[config.mk]
export PLATFORM = sky130hd
export DESIGN_NAME = dac_frame_port
export DESIGN_NICKNAME = d
export VERILOG_FILES = /design/src/rtl/dac_port_pkg.sv /design/src/rtl/dac_port_sync.sv /design/src/rtl/dac_port_ctrl.sv /design/src/rtl/dac_port_datapath.sv /design/src/rtl/dac_frame_port.sv
export SDC_FILE = /design/constraint.sdc
export NUM_CORES = 1
export LEC_CHECK = 0
export BUFFER_PORTS_ARGS = -buffer_cell sky130_fd_sc_hd__buf_4
export CAP_MARGIN = 20
export CORE_MARGIN = 3
export CORE_UTILIZATION = 56
export CTS_BUF_LIST = sky130_fd_sc_hd__clkbuf_4 sky130_fd_sc_hd__clkbuf_8 sky130_fd_sc_hd__clkbuf_16
export CTS_CLUSTER_SIZE = 20
export DETAILED_ROUTE_END_ITERATION = 7
export HOLD_SLACK_MARGIN = 0.02
export PLACE_DENSITY_LB_ADDON = 0.12
export SLEW_MARGIN = 30
export SYNTH_ARGS = -nofsm -noshare
export SYNTH_HDL_FRONTEND = slang
export SYNTH_SLANG_ARGS = --single-unit
[constraint.sdc]
create_clock -name clk -period 1.89 [get_ports clk]
set_clock_uncertainty 0.1 [all_clocks]
set_input_delay 0.378 -clock clk [delete_from_list [all_inputs] [get_ports clk]]
set_output_delay 0.378 -clock clk [all_outputs]
set_load 0.02 [all_outputs]
[src/rtl/dac_port_pkg.sv]
package dac_port_pkg;
  // strobes from control to datapath, one system cycle each
  typedef struct packed {
    logic shift;   // take the synchronized data bit
    logic spill;   // capture the bit leaving the MSB
    logic clear;   // strobe idle: drop chain state
    logic commit;  // publish the shift register
    logic drive;   // chain output enabled
  } portStrobes_t;
endpackage

[src/rtl/dac_port_sync.sv]
module dac_port_sync #(
  parameter int STAGES = 2,
  parameter int W = 1,
  parameter logic [W-1:0] RST_VAL = '0
) (
  input  logic         clk,
  input  logic         rstN,
  input  logic [W-1:0] d,
  output logic [W-1:0] q
);
  logic [W-1:0] stage [STAGES];

  generate
    if (STAGES == 1) begin : gOne
      always_ff @(posedge clk or negedge rstN)
        if (!rstN) stage[0] <= RST_VAL;
        else       stage[0] <= d;
    end else begin : gChain
      always_ff @(posedge clk or negedge rstN) begin
        if (!rstN) begin
          for (int i = 0; i < STAGES; i++) stage[i] <= RST_VAL;
        end else begin
          stage[0] <= d;
          for (int i = 1; i < STAGES; i++) stage[i] <= stage[i-1];
        end
      end
    end
  endgenerate

  assign q = stage[STAGES-1];
endmodule

[src/rtl/dac_port_ctrl.sv]
module dac_port_ctrl
  import dac_port_pkg::*;
#(
  parameter int WORD_W = 16,
  parameter int SYNC_STAGES = 2,
  localparam int CNT_W = $clog2(WORD_W + 2)
) (
  input  logic             clk,
  input  logic             rstN,
  input  logic             frameN,
  input  logic             sclk,
  input  logic             sdi,
  output portStrobes_t     strobes,
  output logic             sdiBit,
  output logic [CNT_W-1:0] bitCount
);
  localparam logic [CNT_W-1:0] FULL = CNT_W'(WORD_W);
  localparam logic [CNT_W-1:0] SAT  = CNT_W'(WORD_W + 1);

  logic [2:0] syncQ;
  logic frameS, sclkS, frameQ, sclkQ;
  logic sclkFall, frameRise;

  dac_port_sync #(.STAGES(SYNC_STAGES), .W(3), .RST_VAL(3'b110)) inSync (
    .clk(clk), .rstN(rstN), .d({frameN, sclk, sdi}), .q(syncQ)
  );

  assign frameS = syncQ[2];
  assign sclkS  = syncQ[1];
  assign sdiBit = syncQ[0];

  always_ff @(posedge clk or negedge rstN) begin
    if (!rstN) begin
      frameQ <= 1'b1;
      sclkQ  <= 1'b1;
    end else begin
      frameQ <= frameS;
      sclkQ  <= sclkS;
    end
  end

  // a fall only counts while the strobe is still low in this cycle
  assign sclkFall  = sclkQ & ~sclkS & ~frameS;
  assign frameRise = ~frameQ & frameS;

  always_ff @(posedge clk or negedge rstN) begin
    if (!rstN)                         bitCount <= '0;
    else if (frameS)                   bitCount <= '0;
    else if (sclkFall && bitCount != SAT) bitCount <= bitCount + 1'b1;
  end

  always_comb begin
    strobes.shift  = sclkFall;
    strobes.spill  = sclkFall && (bitCount >= FULL);
    strobes.clear  = frameS;
    strobes.commit = frameRise && (bitCount >= FULL);
    strobes.drive  = (bitCount == SAT);
  end
endmodule

[src/rtl/dac_port_datapath.sv]
module dac_port_datapath
  import dac_port_pkg::*;
#(
  parameter int WORD_W = 16
) (
  input  logic              clk,
  input  logic              rstN,
  input  portStrobes_t      strobes,
  input  logic              sdiBit,
  output logic              wordValid,
  output logic [WORD_W-1:0] wordOut,
  output logic              sdo
);
  logic [WORD_W-1:0] shiftReg;
  logic spillBit;

  always_ff @(posedge clk or negedge rstN) begin
    if (!rstN)              shiftReg <= '0;
    else if (strobes.shift) shiftReg <= {shiftReg[WORD_W-2:0], sdiBit};
  end

  always_ff @(posedge clk or negedge rstN) begin
    if (!rstN)              spillBit <= 1'b0;
    else if (strobes.clear) spillBit <= 1'b0;
    else if (strobes.spill) spillBit <= shiftReg[WORD_W-1];
  end

  always_ff @(posedge clk or negedge rstN) begin
    if (!rstN) begin
      wordValid <= 1'b0;
      wordOut   <= '0;
    end else begin
      wordValid <= strobes.commit;
      if (strobes.commit) wordOut <= shiftReg;
    end
  end

  assign sdo = strobes.drive & spillBit;
endmodule

[src/rtl/dac_frame_port.sv]
module dac_frame_port
  import dac_port_pkg::*;
#(
  parameter int WORD_W = 16,
  parameter int SYNC_STAGES = 2
) (
  input  logic              clk,
  input  logic              rstN,
  input  logic              frameN,
  input  logic              sclk,
  input  logic              sdi,
  output logic              wordValid,
  output logic [WORD_W-1:0] wordOut,
  output logic              sdo
);
  localparam int CNT_W = $clog2(WORD_W + 2);

  portStrobes_t strobes;
  logic sdiBit;
  logic [CNT_W-1:0] bitCount;

  dac_port_ctrl #(.WORD_W(WORD_W), .SYNC_STAGES(SYNC_STAGES)) ctrl (
    .clk(clk), .rstN(rstN), .frameN(frameN), .sclk(sclk), .sdi(sdi),
    .strobes(strobes), .sdiBit(sdiBit), .bitCount(bitCount)
  );

  dac_port_datapath #(.WORD_W(WORD_W)) dpath (
    .clk(clk), .rstN(rstN), .strobes(strobes), .sdiBit(sdiBit),
    .wordValid(wordValid), .wordOut(wordOut), .sdo(sdo)
  );
endmodule

Yosys cells after proc, flatten, opt, wreduce, memory -nomap -nowiden

Cells that the tools add are included.

Output and inout bits: 18
Flip-flop bits (word level): 47
Input bits: 5

Reductions and logical operators: 5
$lt $le $gt $ge: 1
Mux-type cells: 4
$add $sub $neg: 1
Bitwise operators: 7
Equality and inequality tests: 2

Operators with widths:

| cell                | number |
|---|---|
| $mux 5              | 2 |
| $add 5x1->5 const B | 1 |
| $eq 5x5->1 const B  | 1 |
| $ge 5x5->1 const B  | 1 |
| $ne 5x5->1 const B  | 1 |
| $and 1x1->1         | 4 |
| $reduce_bool 2->1   | 2 |
| $logic_and 1x1->1   | 3 |
| $not 1->1           | 3 |
| $mux 1              | 2 |

Logic depth before layout (Yosys ltp)

Gate-level depths: netlist of run 1.

Word-level depth: 6
Depth in mapped cells: 6
Mapped depth without buffers: 5

Cells and area by module

From an unflattened synthesis of run 1, not the netlist that was laid out.

Cell total of the unflattened synthesis: 121
Area, all modules: 1933.1 µm²

By module, submodules not included:

| module            | times used | area each (µm²) | cells each |
|---|---|---|---|
| dac_port_datapath | 1          | 1368.8          | 73 |
| dac_port_ctrl     | 1          | 386.6           | 39 |
| dac_port_sync     | 1          | 177.7           | 9 |

Worst setup path after synthesis of run 1

No wires, ideal clock.

Path kind: reg-to-reg
Start: reg ctrl.sclkQ
End: reg ctrl.bitCount[1]
Buffers on the path: 1
Library setup time: 127 ps
Stages on the path, launching flop included: 5
Arrival time: 1375 ps
Slack: 288 ps
Cells stage by stage: dfstp_2 -> or3b_1 -> buf_6 -> nor2_4 -> mux2_1

Word-level cells in the longest chain between the ends: 4

Ends and longest elaborated chain:

| item                               | RTL line            | text |
|---|---|---|
| start, declared                    | dac_port_ctrl.sv:21 | `logic frameS, sclkS, frameQ, sclkQ;` |
| start signal, assigned             | dac_port_ctrl.sv:38 | `sclkQ <= sclkS;` |
| $and 1x1->1 (2 in series)          | dac_port_ctrl.sv:43 | `assign sclkFall = sclkQ & ~sclkS & ~frameS;` |
| $logic_and 1x1->1                  | dac_port_ctrl.sv:49 | `else if (sclkFall && bitCount != SAT) bitCount <= bitCount + 1'b1;` |
| $reduce_bool 2->1 (no source line) | --                  |  |
| end signal, assigned               | dac_port_ctrl.sv:49 |  |
| end, declared                      | dac_port_ctrl.sv:15 | `output logic [CNT_W-1:0] bitCount` |

Every way passes these cells.
A chain may end at the register's enable or synchronous reset.

Worst setup path in the final report of run 1

Start: reg ctrl.bitCount[1]
End: out sdo

Word-level cells in the longest chain between the ends: 2

Ends and longest elaborated chain:

| item          | RTL line                | text |
|---|---|---|
| $eq 5x5->1    | dac_port_ctrl.sv:57     | `strobes.drive = (bitCount == SAT);` |
| $and 1x1->1   | dac_port_datapath.sv:38 | `assign sdo = strobes.drive & spillBit;` |
| end, declared | dac_frame_port.sv:14    | `output logic sdo` |

Every way passes these cells.

==> results of run 1 <==
-- worst register-to-register path: stages, from the launching register on --
cell	delay, ns
dfrtp_1	0.38
inv_2	0.06
buf_4	0.13
buf_4	0.12
buf_4	0.12
buf_4	0.12
buf_4	0.12
buf_4	0.14
ha_4	0.20
mux2_4	0.25
-- flip-flops by register name (all words and copies together) (netlist names) --
register and cells:
ctrl.frameQ 1, ctrl.bitCount 5, ctrl.sclkQ 1, ctrl.inSync.stage 3, dpath.shiftReg 16, ctrl.inSync.q 3, dpath.wordValid 1, dpath.wordOut 16
dpath.spillBit 1
-- cell families (layout without fill, tap and decap cells) --
logic type,Yosys count,after routing
flops,47,47
fa+ha+maj,3,3
buf+inv,9,51
mux,20,20
compound gates,3,3
simple gates,66,66
-- through the flow --
step	setup TNS [ns]	area [µm²]	hold slack, ns	instances	setup slack [ns]
4_1_cts	-0.02569	2217	0.2712	233	-0.02569
2_1_floorplan	0	1831	-0.01759	148	0.2880
3_3_place_gp	0	2034	0.2329	212	0.2566
3_5_place_dp	0	2034	0.2494	212	0.1510
6_report	-0.02534	2237	0.2671	234	-0.02534
5_1_grt	-0.1072	2237	0.2733	234	-0.1072
-- worst min path at each step --
stage,from,slack (ns),cells past startpoint,end
finish,ctrl.inSync.stage[3]$_DFF_PN0_,0.27,0,ctrl.inSync.q[0]$_DFF_PN0_
global route,ctrl.inSync.stage[5]$_DFF_PN1_,0.27,0,ctrl.inSync.q[2]$_DFF_PN1_
CTS,ctrl.inSync.stage[5]$_DFF_PN1_,0.27,0,ctrl.inSync.q[2]$_DFF_PN1_
detailed placement,ctrl.inSync.stage[5]$_DFF_PN1_,0.25,0,ctrl.inSync.q[2]$_DFF_PN1_
global placement,ctrl.inSync.stage[3]$_DFF_PN0_,0.23,0,ctrl.inSync.q[0]$_DFF_PN0_
floorplan,rstN,-0.02,0,ctrl.bitCount[0]$_DFFE_PN0P_
-- Yosys cell counts --
library cell / number
a21oi_1: 2
a31o_2: 1
and2_1: 1
and4bb_1: 1
buf_2: 2
buf_4: 1
buf_6: 3
dfrtp_1: 41
dfstp_2: 6
ha_1: 3
inv_1: 3
mux2_1: 1
mux2_2: 17
mux2i_1: 2
nand2_1: 49
nand2b_1: 3
nand3b_1: 1
nand3b_2: 1
nand4_1: 2
nor2_1: 3
nor2_4: 1
nor3b_1: 2
or3_1: 1
or3b_1: 1
-- area by class of cell --
| type | instances | area, µm² | share of cell area |
|---|---|---|---|
| Sequential cell | 47 | 1184 | 0.5291 |
| Multi-Input combinational cell | 92 | 620.6 | 0.2774 |
| Timing Repair Buffer | 40 | 314.1 | 0.1404 |
| Tap cell | 44 | 55.05 | 0.02461 |
| Clock buffer | 5 | 37.54 | 0.01678 |
| Clock inverter | 3 | 15.01 | 0.006711 |
| Inverter | 3 | 11.26 | 0.005034 |
-- per-layer routing --
layer / GRT usage / up-vias / share of wire
met1: 0.2191 / 578 / 0.42
li1: - / 562 / -
met5: 0 / - / 0
met2: 0.2951 / 28 / 0.51
met3: 0.06239 / 8 / 0.046
met4: 0.07547 / 0 / 0.022
-- timing repair --
item | 4_1_cts | 5_1_grt
setup endpoints to repair | 1 | 2
hold buffers | 4 | 0
hold endpoints to repair | 44 | 0
setup buffers | 9 | 1
cloned | 0 | 0
pin swaps | 1 | 0
gates resized for setup | 7 | 1
-- where the power goes --
group / internal [mW] / total [mW] / switching (mW)
clock: 0.139 / 0.438 / 0.300
sequential: 1.06 / 1.10 / 0.0399
combinational: 0.0521 / 0.115 / 0.0633
==> summary.txt, run 1 <==
Run status
  • Status: finished, violations left
  • Violated checks: setup timing

Synth
  • Synth Net Count: 156
  • Top post-synthesis cells by area: dfrtp_1 (56%), mux2_2 (10%), nand2_1 (10%), dfstp_2 (8.6%), ha_1 (2.1%)
  • Adder-cell area share of the yosys netlist: 0.02051
  • Largest family of logic cells by synthesized area: simple AND/OR/NAND/NOR gates
  • Synth Area in Simple Gates: 0.1668
  • Dominant cell type by area after synthesis: dfrtp_1
  • Syn_area_per_cell: 12.37 µm²
  • Mapped Area: 0.001831 mm²
  • #FFs+latches synth: 47
  • Synth top area share: 0.5605
  • Post-synth cell types: 24
  • Synth Warn #: 0
  • Post-Synth XOR/XNOR Area: 0
  • Compound-gate portion of the synthesized area: 0.01025
  • Mux cell area share after synthesis: 0.1217
  • Sequential element share of the synthesized area: 0.6466
  • Post-Syn Instances: 148

Worst setup path
  • R2R setup slack: 0.03 ns
  • Critical Path Start: ctrl.bitCount[1]$_DFFE_PN0P_
  • CP top delay family: flip-flops
  • R2R depth: 9
  • Buffers & Inverters on Critical Path: 2
  • CP cell instances: inv_2 -> ha_4 -> and4bb_2 -> and2_4 -> buf_6
  • CP Depth: 5
  • CP peak stage delay: 0.41 ns
  • Crit path to: sdo
  • Worst path slowest cell: dfrtp_1
  • Worst r2r src: ctrl.bitCount[1]$_DFFE_PN0P_
  • CP arrival: 1.44 ns
  • Critical Path Fanout Max: 2
  • Worst reg2reg endpoint: ctrl.bitCount[1]$_DFFE_PN0P_
  • Setup crit start kind: flop
  • Setup CP Type: flop to output port
  • CP Capture Type: output port
  • Critical path required time: 1.41 ns

Floorplan
  • Chip height: 63.18 µm
  • Io pins: 23
  • DIE AREA: 0.003991 mm²
  • Core box area: 0.003078 mm²
  • Die width: 63.18 µm
  • Initial Util: 0.5947
  • Row count: 20

Timing
  • Max-slew violation count: 0
  • RSZ-0062 raised after global routing: yes
  • Max-slew headroom: 0.6262
  • Worst-Margin Slew: 0.5608 ns
  • Fmax: 0.5221 GHz
  • Final worst slack: -0.02534 ns
  • Post-route clock period utilization: 1.013
  • Setup violators final: 1
  • Hold Fails Final Rpt: 0
  • Final min period: 1.915 ns

Routing
  • Initial DRC Count: 60
  • DR WL/cell: 13.49 µm
  • Residual DRC: 0
  • Via density per instance: 5.026
  • Total Wirelength: 3157 µm
  • Pre-Repair DR Iteration Count: 4
  • Antenna viol nets, final: 0
  • DR vias: 1176

GRT
  • Vias in the first global route: 1247
  • First-pass GRT wire length: 5533 µm
  • Grt ovf: 0
  • Initial antenna violation count: 0
  • Largest net degree at the start of global routing: 48
  • Total GRT Usage: 0.1808

Placement
  • I/O Buffers: 22
  • Detailed placement HPWL: 1990 µm
  • RePlAce Congestion: 0.7664

Cells and area
  • Layout area overhead: 22.21%
  • Layout cells sized above 1: 0.4053
  • Most frequent cells in the layout: nand2_1 (49), dfrtp_1 (41), buf_4 (35)
  • Number of diodes: 0
  • Commonest non-fill, non-tap cell in the layout: nand2_1
  • Util after Layout: 0.7268
  • Total Nets Final: 197
  • Filler cells: 219

Flow run
  • Max_cap viols: 0

Power
  • Total power: 1.657 mW
  • Pwr per Cell Area: 740.6 mW/mm²
  • Max VDD drop: 563.6 µV
  • Leak Pwr: 1.206 nW

CTS
  • CTS tree: done
  • Worst-skew pair later-pin latency: 0.35 ns
  • Clock buffer count from CTS: 5
  • Clk slew on worst S/H paths: 0.12 ns
  • H-tree lvl count: 2
  • Root Driver: clkbuf_4
  • Clock Tree Buf Depth: 2
  • Sink Count: 47

Hold path
  • Hold WC Path Type: flop to flop
Note: power is estimated with default switching activity, not from simulation.
==> inputs of run 2 (changes only) <==
Settings changed: ABC_AREA set to 1.
==> run 2 against run 1 <==
Net effect: the run now ends clean; largest cell class unchanged; sequential power hardly changed; critical endpoint unchanged; maximum frequency is 3.1% higher; sequential share of layout area is 0.69 points higher; register-to-register slack better by 0.24 ns; combinational power is 11% higher; die area is 0.79% higher; critical path type unchanged.
==> summary.txt, run 2 <==
Routing
  • Total Wirelength: 3152 µm
  • DR vias: 1295
  • Pre-Repair DR Iteration Count: 5
  • Initial DRC Count: 55
  • Via density per instance: 4.924
  • Residual DRC: 0
  • DR WL/cell: 11.98 µm
  • Antenna viol nets, final: 0

Cells and area
  • Layout cells sized above 1: 0.2694
  • Total Nets Final: 226
  • Area occupied by multi-input gates: 539.3 µm²
  • Layout area overhead: 19.58%
  • Largest regs: dpath.shiftReg: 16 flops, dpath.wordOut: 16 flops, ctrl.bitCount: 5 flops
  • Register area: 0.001184 mm²
  • Util after Layout: 0.7117
  • Commonest non-fill, non-tap cell in the layout: nand2_1
  • Number of diodes: 0
  • Filler cells: 257
  • Most frequent cells in the layout: nand2_1 (51), dfrtp_1 (41), buf_4 (26)

Worst setup path
  • CP Capture Type: output port
  • CP arrival: 1.38 ns
  • Critical path required time: 1.41 ns
  • Critical Path Fanout Max: 2
  • Setup CP Type: flop to output port
  • Setup crit start kind: flop

CTS
  • Root Driver: clkbuf_4
  • H-tree lvl count: 2
  • CTS tree: done
  • Clk slew on worst S/H paths: 0.12 ns
  • Sink Count: 47
  • Worst-skew pair later-pin latency: 0.36 ns
  • Clock Tree Buf Depth: 2
  • Clock buffer count from CTS: 5

Synth
  • Number of synthesized flops with an enable pin: 0
  • Asr flop ratio synth: 1.000
  • Synth Net Count: 195
  • Dominant cell type by area after synthesis: dfrtp_1
  • Post-synth cell types: 20
  • #FFs+latches synth: 47
  • Mapped Area: 0.001847 mm²
  • Sequential element share of the synthesized area: 0.6409
  • Syn_area_per_cell: 9.876 µm²
  • Synth cell count leaders: nand2_1 (53), dfrtp_1 (41), inv_1 (25)
  • Top post-synthesis cells by area: dfrtp_1 (56%), nand2_1 (11%), dfstp_2 (8.5%), o21ai_0 (5.4%), inv_1 (5.1%)
  • Count leader, synth: nand2_1
  • Post-Syn Instances: 187
  • Post-synth top flop: dfrtp_1
  • Synth Warn #: 0
  • Synth top area share: 0.5556

Flow run
  • Max_cap viols: 0

Power
  • Pwr per Cell Area: 827.2 mW/mm²
  • Leak Pwr: 1.096 nW
  • Total power: 1.827 mW
  • Max VDD drop: 582.5 µV

Floorplan
  • DIE AREA: 0.004023 mm²
  • Core box area: 0.003103 mm²
  • Row count: 20
  • Io pins: 23
  • Initial Util: 0.5952
  • Chip height: 63.43 µm
  • Die width: 63.43 µm

GRT
  • Total GRT Usage: 0.1836
  • Vias in the first global route: 1273
  • Initial antenna violation count: 0
  • Largest net degree at the start of global routing: 48
  • First-pass GRT wire length: 5644 µm
  • Grt ovf: 0

Timing
  • Setup violators final: 0
  • Hold Fails Final Rpt: 0
  • Fmax: 0.5384 GHz
  • Max-slew headroom: 0.5775
  • Final min period: 1.857 ns
  • Worst-Margin Slew: 0.6315 ns
  • Max-slew violation count: 0
  • RSZ-0062 raised after global routing: yes
  • Post-route clock period utilization: 0.9827

Placement
  • RePlAce Congestion: 0.7345
  • Detailed placement HPWL: 1995 µm
  • I/O Buffers: 22

Run status
  • Status: complete, no violations

Hold path
  • Hold WC Path Type: flop to flop
[run 2: cell count changes in the layout (fill, tap and decap cells not counted), moves of 3 or more]
cell / before / now
nand2b_1: 3 / 0
o21ai_0: 0 / 20
nand3_1: 0 / 7
o21ai_2: 0 / 6
mux2_2: 17 / 0
clkinv_2: 3 / 0
inv_1: 2 / 23
o21ai_1: 0 / 6
buf_4: 35 / 26
nand2_2: 0 / 4
inv_2: 1 / 4
[run 2: metrics by stage]
stage / area, µm² / instances / hold WS, ns / setup TNS [ns] / worst slack (ns)
CTS: 2170 / 261 / 0.2656 / 0 / 0.009082
floorplan: 1847 / 187 / -0.01759 / 0 / 0.3783
global route: 2208 / 263 / 0.2692 / -0.05089 / -0.05089
finish: 2208 / 263 / 0.2645 / 0 / 0.03266
global placement: 2032 / 247 / 0.2331 / 0 / 0.3769
detailed placement: 2032 / 247 / 0.2457 / 0 / 0.2762
[run 2: metal layers]
metal	GRT usage	share of wire
met5	0	0
met1	0.2329	0.45
met2	0.2881	0.47
met3	0.05348	0.051
met4	0.08895	0.022
[run 2: kinds of logic after synthesis]
group | after synthesis | share of synthesized area
AO/OA/AOI/OAI | 32 | 0.09892
XOR/XNOR | 1 | 0.004743
adder cells (fa/ha/maj) | 3 | 0.02033
buffers and inverters | 34 | 0.07791
flip-flops | 47 | 0.6409
AND/OR/NAND/NOR | 70 | 0.1572
[run 2: report_power, final]
| part | switching, mW | internal (mW) | leakage [nW] |
|---|---|---|---|
| Sequential | 0.0261 | 1.06 | 0.625 |
| Combinational | 0.0839 | 0.0440 | 0.425 |
| Clock | 0.301 | 0.310 | 0.0463 |
[run 2: what timing repair did]
item,4_1_cts,5_1_grt
resized for setup,1,7
endpoints found under the hold margin,44,0
buffers inserted,2,2
endpoints found under the setup margin,1,1
hold buffers,4,0
pin swaps,0,2
[run 2: worst max-delay path, cell delays in order (launching register included)]
cell and delay (ns):
dfrtp_1 0.41, inv_2 0.08, ha_4 0.13, nand2_2 0.04, inv_2 0.05, nand2_2 0.05, nor2_2 0.13, buf_6 0.14
[run 2: final cells by class]
| type | instances | area share |
|---|---|---|
| Clock buffer | 7 | 0.02380 |
| Clock inverter | 1 | 0.01360 |
| Inverter | 27 | 0.04589 |
| Multi-Input combinational cell | 106 | 0.2442 |
| Sequential cell | 47 | 0.5360 |
| Tap cell | 44 | 0.02493 |
| Timing Repair Buffer | 31 | 0.1116 |
[run 2: path summary, 6_finish.rpt]
path / startpoint / endpoint / slack (ns) / cells past startpoint
max reg2reg: ctrl.inSync.q[2]$_DFF_PN1_ / dpath.wordOut[11]$_DFFE_PN0P_ / 0.27 / 5
max in group asynchronous: rstN / ctrl.inSync.stage[4]$_DFF_PN1_ / 0.85 / 2
min: ctrl.inSync.stage[5]$_DFF_PN1_ / ctrl.inSync.q[2]$_DFF_PN1_ / 0.26 / 0
min in group asynchronous: rstN / dpath.shiftReg[4]$_DFFE_PN0P_ / 0.45 / 2
max: ctrl.bitCount[1]$_DFFE_PN0P_ / sdo / 0.03 / 7
min reg2reg: ctrl.inSync.stage[5]$_DFF_PN1_ / ctrl.inSync.q[2]$_DFF_PN1_ / 0.26 / 0
==> inputs of run 3 (changes only) <==
Settings changed: CELL_PAD_IN_SITES_DETAIL_PLACEMENT set to 2, CELL_PAD_IN_SITES_GLOBAL_PLACEMENT set to 2, CORE_UTILIZATION 56 to 35.
==> run 3 against run 2 <==
Net effect: routed wire length is 27% higher; first-iteration DRC count grew 3.6%; highest routed layer unchanged; total power increased by 2.7%; non-clock buffer count fell by 3; critical path type unchanged.
==> summary.txt, run 3 (same netlist as run 2, synthesis figures left out) <==
GRT
  • Vias in the first global route: 1461
  • Grt ovf: 0
  • First-pass GRT wire length: 7120 µm
  • Initial antenna violation count: 0
  • Largest net degree at the start of global routing: 48
  • Total GRT Usage: 0.1452

Routing
  • DR vias: 1311
  • DR WL/cell: 14.15 µm
  • Residual DRC: 0
  • Via density per instance: 4.633
  • Total Wirelength: 4005 µm
  • Antenna viol nets, final: 0
  • Initial DRC Count: 57
  • Pre-Repair DR Iteration Count: 2

Placement
  • I/O Buffers: 22
  • Detailed placement HPWL: 2689 µm
  • DP Area: 0.002068 mm²
  • RePlAce Congestion: 0.7815

Run status
  • Status: complete, no violations

Worst setup path
  • R2R depth: 9
  • Setup CP Type: flop to output port
  • Worst r2r src: ctrl.bitCount[1]$_DFFE_PN0P_
  • Worst path slowest cell: dfrtp_2
  • Worst reg2reg endpoint: ctrl.bitCount[4]$_DFFE_PN0P_
  • Setup crit start kind: flop
  • CP cell instances: inv_2 -> ha_4 -> nand2_1 -> inv_1 -> nand2_2 -> nor2_1 -> buf_4
  • CP Capture Type: output port
  • Critical path required time: 1.41 ns
  • Buffers & Inverters on Critical Path: 3
  • Critical Path Fanout Max: 3
  • CP peak stage delay: 0.43 ns
  • CP arrival: 1.33 ns
  • CP top delay family: flip-flops
  • R2R setup slack: 0.36 ns

Cells and area
  • Util after Layout: 0.4525
  • Post-route cell area: 0.002222 mm²
  • Number of diodes: 0
  • Layout cells sized above 1: 0.2685
  • Layout area overhead: 20.33%
  • Most frequent cells in the layout: nand2_1 (52), dfrtp_1 (39), buf_4 (27)
  • Total Nets Final: 223
  • Largest regs: dpath.shiftReg: 16 flops, dpath.wordOut: 16 flops, ctrl.bitCount: 5 flops
  • Commonest non-fill, non-tap cell in the layout: nand2_1

Floorplan
  • Row count: 25
  • Initial Util: 0.3761
  • Io pins: 23
  • Chip height: 78.64 µm
  • Die width: 78.64 µm
  • DIE AREA: 0.006184 mm²
  • Core box area: 0.004911 mm²

Hold path
  • WHS Path Cells: 1
  • Hold Crit Start: sclk
  • Worst Hold Endpoint: ctrl.inSync.stage[4]$_DFF_PN1_
  • Hold WC Path Type: input pin to flop

Timing
  • Fmax: 0.5536 GHz
  • Max-slew violation count: 0
  • Max-slew headroom: 0.6049
  • Hold Fails Final Rpt: 0
  • Worst-Margin Slew: 0.5926 ns
  • Post-route clock period utilization: 0.9558
  • Final min period: 1.806 ns
  • Setup violators final: 0

Power
  • Pwr per Cell Area: 844.0 mW/mm²
  • Max VDD drop: 409.1 µV
  • Leak Pwr: 1.085 nW

CTS
  • Clk slew on worst S/H paths: 0.08 ns
  • Clock buffer count from CTS: 5
  • Worst-skew pair later-pin latency: 0.29 ns
  • Sink Count: 47
  • Root Driver: clkbuf_8
  • Clock Tree Buf Depth: 2
  • CTS tree: done
  • H-tree lvl count: 2

Flow run
  • Max_cap viols: 0
-- run 3: what timing repair did --
action | 4_1_cts | 5_1_grt
gates resized for setup | 0 | 6
hold endpoints to repair | 41 | 0
setup endpoints to repair | 0 | 1
hold buffers | 1 | 0
buffers inserted | 0 | 3
-- run 3: layer usage --
layer | track usage | part of all wire
met5 | 0 | 0
met3 | 0.02982 | 0.030
met2 | 0.2436 | 0.51
met1 | 0.1871 | 0.45
met4 | 0.04720 | 0.013
-- run 3: how the worst max path moves through the flow --
stage | slack, ns | cells after the start | start | endpoint
2_1_floorplan | 0.38 | 6 | ctrl.bitCount[1]$_DFFE_PN0P_ | sdo
3_3_place_gp | 0.41 | 7 | ctrl.bitCount[1]$_DFFE_PN0P_ | sdo
3_5_place_dp | 0.35 | 7 | ctrl.bitCount[1]$_DFFE_PN0P_ | sdo
4_1_cts | 0.01 | 7 | ctrl.bitCount[1]$_DFFE_PN0P_ | sdo
5_1_grt | -0.04 | 7 | ctrl.bitCount[1]$_DFFE_PN0P_ | sdo
6_report | 0.08 | 7 | ctrl.bitCount[1]$_DFFE_PN0P_ | sdo
-- run 3: stage by stage --
stage	hold WS (ns)	power (mW)	TNS, ns	setup WS (ns)	std cells
detailed placement	0.2512	1.234	0	0.3504	271
global route	0.06892	1.986	-0.03545	-0.03545	283
floorplan	-0.01759	1.175	0	0.3783	187
CTS	0.06893	1.911	0	0.009708	280
global placement	0.2350	1.222	0	0.4065	271
finish	0.08642	1.876	0	0.08358	283
-- run 3: report_power, final --
part / internal, mW / switching (mW)
Sequential: 1.06 / 0.0300
Combinational: 0.0382 / 0.0866
Clock: 0.333 / 0.325
Total: 1.43 / 0.442
-- run 3: cell type report --
class / count / area [µm²]
Sequential cell: 47 / 1186
Inverter: 27 / 101.3
Multi-Input combinational cell: 106 / 534.3
Clock buffer: 7 / 96.34
Tap cell: 67 / 83.83
Clock inverter: 1 / 7.507
Timing Repair Buffer: 28 / 212.7
Fill cell: 541 / 2689
